<file path="src/rtl/dma_chan_status.sv">
`timescale 1ns/1ps
module dma_chan_status (
  input  logic        clk,
  input  logic        rst_n,
  input  logic        is_rx,
  input  logic        more_valid,
  input  logic        ev_overrun,
  input  logic        ev_underrun,
  input  logic        ev_buf_done,
  input  logic        desc_ioc,
  input  logic        ev_last_fetched,
  input  logic        ev_last_written,
  input  logic        cur_eq_last,
  input  logic        last_done,
  input  logic        run_en,
  input  logic        eng_idle,
  input  logic        ien_fifo,
  input  logic        ien_ioc,
  input  logic        ien_lvb,
  input  logic [7:0]  cur_idx,
  input  logic [7:0]  last_idx,
  input  logic        acc_wr,
  input  logic [1:0]  acc_size,
  input  logic [3:0]  acc_addr,
  input  logic [31:0] acc_wdata,
  output logic [31:0] acc_rdata,
  output logic        irq
);
  localparam logic [1:0] SZ_BYTE = 2'd0;
  localparam logic [1:0] SZ_WORD = 2'd1;
  localparam logic [1:0] SZ_DW   = 2'd2;

  logic fifo_q, ioc_q, lvb_q, celv_q, halt_q;
  logic [15:0] status;
  logic [2:0] clr, set;
  logic wr_lo, wr_dw, at_end;

  assign status = {11'b0, fifo_q, ioc_q, lvb_q, celv_q, halt_q};

  assign wr_lo = acc_wr && (acc_size == SZ_BYTE || acc_size == SZ_WORD) && acc_addr == 4'h6;
  assign wr_dw = acc_wr && acc_size == SZ_DW && acc_addr == 4'h4;
  assign clr   = wr_lo ? acc_wdata[4:2] : (wr_dw ? acc_wdata[20:18] : 3'b000);

  assign set[2] = more_valid & (is_rx ? ev_overrun : ev_underrun);
  assign set[1] = ev_buf_done & desc_ioc;
  assign set[0] = is_rx ? ev_last_written : ev_last_fetched;

  assign at_end = cur_eq_last & last_done;

  always_ff @(posedge clk or negedge rst_n) begin
    if (!rst_n) begin
      fifo_q <= 1'b0;
      ioc_q  <= 1'b0;
      lvb_q  <= 1'b0;
      celv_q <= 1'b0;
      halt_q <= 1'b1;
    end else begin
      fifo_q <= set[2] | (fifo_q & ~clr[2]);
      ioc_q  <= set[1] | (ioc_q  & ~clr[1]);
      lvb_q  <= set[0] | (lvb_q  & ~clr[0]);
      celv_q <= at_end;
      halt_q <= (~run_en & eng_idle) | at_end;
    end
  end

  assign irq = (fifo_q & ien_fifo) | (ioc_q & ien_ioc) | (lvb_q & ien_lvb);

  always_comb begin
    acc_rdata = 32'b0;
    case ({acc_size, acc_addr})
      {SZ_DW,   4'h4}: acc_rdata = {status, last_idx, cur_idx};
      {SZ_WORD, 4'h4}: acc_rdata = {16'b0, last_idx, cur_idx};
      {SZ_WORD, 4'h6}: acc_rdata = {16'b0, status};
      {SZ_BYTE, 4'h4}: acc_rdata = {24'b0, cur_idx};
      {SZ_BYTE, 4'h5}: acc_rdata = {24'b0, last_idx};
      {SZ_BYTE, 4'h6}: acc_rdata = {24'b0, status[7:0]};
      {SZ_BYTE, 4'h7}: acc_rdata = {24'b0, status[15:8]};
      default:         acc_rdata = 32'b0;
    endcase
  end
endmodule


</file>
<file path="config.mk">
export PLATFORM = sky130hd
export DESIGN_NAME = dma_chan_status
export DESIGN_NICKNAME = d
export VERILOG_FILES = /design/src/rtl/dma_chan_status.sv
export SDC_FILE = /design/constraint.sdc
export NUM_CORES = 1
export LEC_CHECK = 0
export BUFFER_PORTS_ARGS = -buffer_cell sky130_fd_sc_hd__buf_2
export CELL_PAD_IN_SITES_DETAIL_PLACEMENT = 0
export CELL_PAD_IN_SITES_GLOBAL_PLACEMENT = 1
export CORE_MARGIN = 2
export CORE_UTILIZATION = 18
export CTS_CLUSTER_SIZE = 8
export DETAILED_ROUTE_END_ITERATION = 8
export PLACE_DENSITY = 0.81
export SYNTH_ARGS = -nofsm -noshare
export SYNTH_HDL_FRONTEND = slang
export SYNTH_SLANG_ARGS = --single-unit
</file>
<file path="constraint.sdc">
create_clock -name clk -period 4.25 [get_ports clk]
set_input_delay 0.425 -clock clk [delete_from_list [all_inputs] [get_ports clk]]
set_output_delay 0.425 -clock clk [all_outputs]
set_load 0.05 [all_outputs]
</file>
==> flow_summary.json <==
{
  "outcome": "completed",
  "final_nets": 224,
  "grt.overflow.total": 0,
  "grt_start_max_net_pins": 9,
  "cp-end-kind": "output pin",
  "synthCells": 84,
  "clkLatencyLatePin_ns": 0.22,
  "r2r_start": "lvb_q",
  "placed_cell_area_um2": 1010,
  "rows": 22,
  "synthesis.area_um2": 674,
  "io_pins": 105,
  "finalPower_uw": 216,
  "cts_buffers": 3,
  "syn_avg_cell_area_um2": 8.03,
  "die_x_um": 65.2,
  "dp_hpwl_mm": 1.82,
  "ctsLongestPathBuffers": 2,
  "synth_cell_types": 28,
  "final_area_um2": 1050,
  "cts.sinks": 5,
  "coreArea_um2": 3630,
  "num_vias": 793,
  "rrSetupSlack_ns": 3.49,
  "grt_usage_pct": 9.09,
  "synthDominantCellAreaShare_pct": 14.8,
  "cp.required_ns": 3.83,
  "via_per_inst": 3.98,
  "n_antenna_cell": 0,
  "die_h_um": 65.2,
  "htreeDepth": 1,
  "grt_first_pass_wirelength_mm": 2.99,
  "hold_viol": 0,
  "pre_cts_ws_ns": 1.74,
  "drive_gt1_share_pct": 50.3,
  "drt_wl_total_mm": 2.10,
  "antenna_found_initial": 0,
  "first_pass_iters": 4,
  "finalCritPeriodShare_pct": 58.5,
  "cp-start-kind": "primary input",
  "ant_nets": 0,
  "peakVddDrop_v": 0.0000891,
  "cp_max_fo": 8,
  "route.detailed.drc": 0,
  "dieArea_um2": 4250,
  "critPathKind": "primary input to output pin",
  "io_buffers": 67,
  "post_cts_resized": 0,
  "drt_iter0_drc": 9,
  "p_leak_uw": 0.000596,
  "crit_path_start": "acc_addr[0]",
  "nFillCells": 418,
  "post-route-worst-setup-slack_ns": 1.76,
  "finalSetupTns_ns": 0,
  "arrival_ns": 2.06,
  "report.final.setup_viol": 0,
  "hold_path_class": "primary input to asynchronous set/reset pin",
  "ys_warn_count": 0,
  "start_util_pct": 18.6,
  "fin_worst_skew_ns": 0,
  "ys_seq_area_share_pct": 18.7,
  "synthTopCellsByArea": "dfrtp_1 15%, and2_1 13%, buf_4 12%, a221o_1 7.4%, nor3_1 5.9%",
  "cts-hold-fix-buffers": 0,
  "grt_pass1_vias": 709,
  "area_growth_pct": 55.8,
  "finalCriticalPeriod_ns": 2.49,
  "root_buffer": "clkbuf_8",
  "place_congestion": 0.725,
  "maxCapViolCount": 0,
  "fmax_mhz": 402,
  "clk_pin_slew_ns": 0.03,
  "wire_per_inst_um": 10.5,
  "maxSlewViolCount": 0,
  "ys_ff_latch": 5,
  "yosys.area.top_type": "dfrtp_1",
  "rsz0062_at_grt": "false",
  "cts_tree": "done",
  "powerDensity_nw_per_um2": 206,
  "post_cts_buffers": 0
}
## report_power, final
part	switching, uW	internal (uW)	leakage (uW)
clock network	21.0	64.2	0.0000228
logic	54.4	26.1	0.000523
registers	0.794	50.0	0.0000499
total	76.2	140	0.000596
## worst max-delay path, stage by stage
cell and delay, ns:
buf_2 0.10, or4b_1 0.67, nor2_1 0.42, and2_1 0.19, buf_2 0.26
## sequential cells by signal, summed over array words and instances (netlist names)
name and count:
celv_q 1, fifo_q 1, lvb_q 1, halt_q 1
ioc_q 1
## Yosys cell counts, drive strengths merged
library cell / number
and2: 14
conb: 1
dfrtp: 4
a21oi: 1
inv: 10
a21o: 1
a22o: 3
nand3b: 3
nor3b: 2
a221o: 5
or3b: 1
nand2: 2
o21ai: 3
mux2i: 1
or4b: 2
o221ai: 3
nor2: 1
nor3: 8
mux2: 1
buf: 12
a222oi: 1
nand2b: 1
dfstp: 1
xnor2: 1
clkbuf: 2
## final cells by class
type / instances / area, um^2 / share of cell area [%]
multi-input combinational: 65 / 447 / 42.5
sequential: 5 / 126 / 12.0
inverter: 10 / 37.5 / 3.57
clock buffer: 4 / 45.0 / 4.29
timing repair buffer: 67 / 335 / 31.9
tap: 48 / 60.1 / 5.71
## logic make-up after synthesis
family,count (synthesis),synth area share [%]
and+or+nand+nor,34,34.3
buffers and inverters,24,20.6
AOI/OAI and AO/OA,17,21.3
DFF,5,18.7
muxes,2,3.15
xor gates and xnor gates,1,1.30
other,1,0.556
## layout by cell type (no fill, tap or decap)
cell / n
mux2i_1: 1
o221ai_1: 3
nand2b_1: 1
dfstp_2: 1
clkbuf_1: 1
inv_1: 10
nor2_1: 1
o21ai_1: 3
mux2_2: 1
nor3b_2: 1
buf_2: 67
nor3b_4: 1
or4b_4: 1
xnor2_1: 1
nand2_1: 2
a222oi_1: 1
nor3_1: 8
a21o_1: 1
dfrtp_1: 4
and2_1: 14
clkbuf_8: 3
a22o_1: 3
conb_1: 11
or3b_1: 1
nand3b_1: 3
a21oi_2: 1
or4b_1: 1
a221o_1: 5
## per-layer routing
metal / track usage [%] / wire [um]
met1: 9.71 / 827
met2: 16.8 / 988
met3: 2.74 / 279
met4: 3.13 / 0
met5: 0 / 0
## final timing paths
kind | endpoint | cells past startpoint
hold reg to reg | ioc_q | 2
min in group clk | halt_q | 2
setup / recovery | acc_rdata[11] | 5
setup reg to reg | lvb_q | 2
max in group asynchronous | halt_q | 1
hold / removal | ioc_q | 1
## metrics by stage
stage               utilization (%)  hold slack (ns)  std cells
floorplan                         -            0.129         94
global placement               27.7            0.243        195
detailed placement             27.7            0.244        195
CTS                            28.9           0.0158        199
global route                   28.9           0.0190        199
finish                         28.9           0.0130        199
Power figures use the tool's default switching activity.
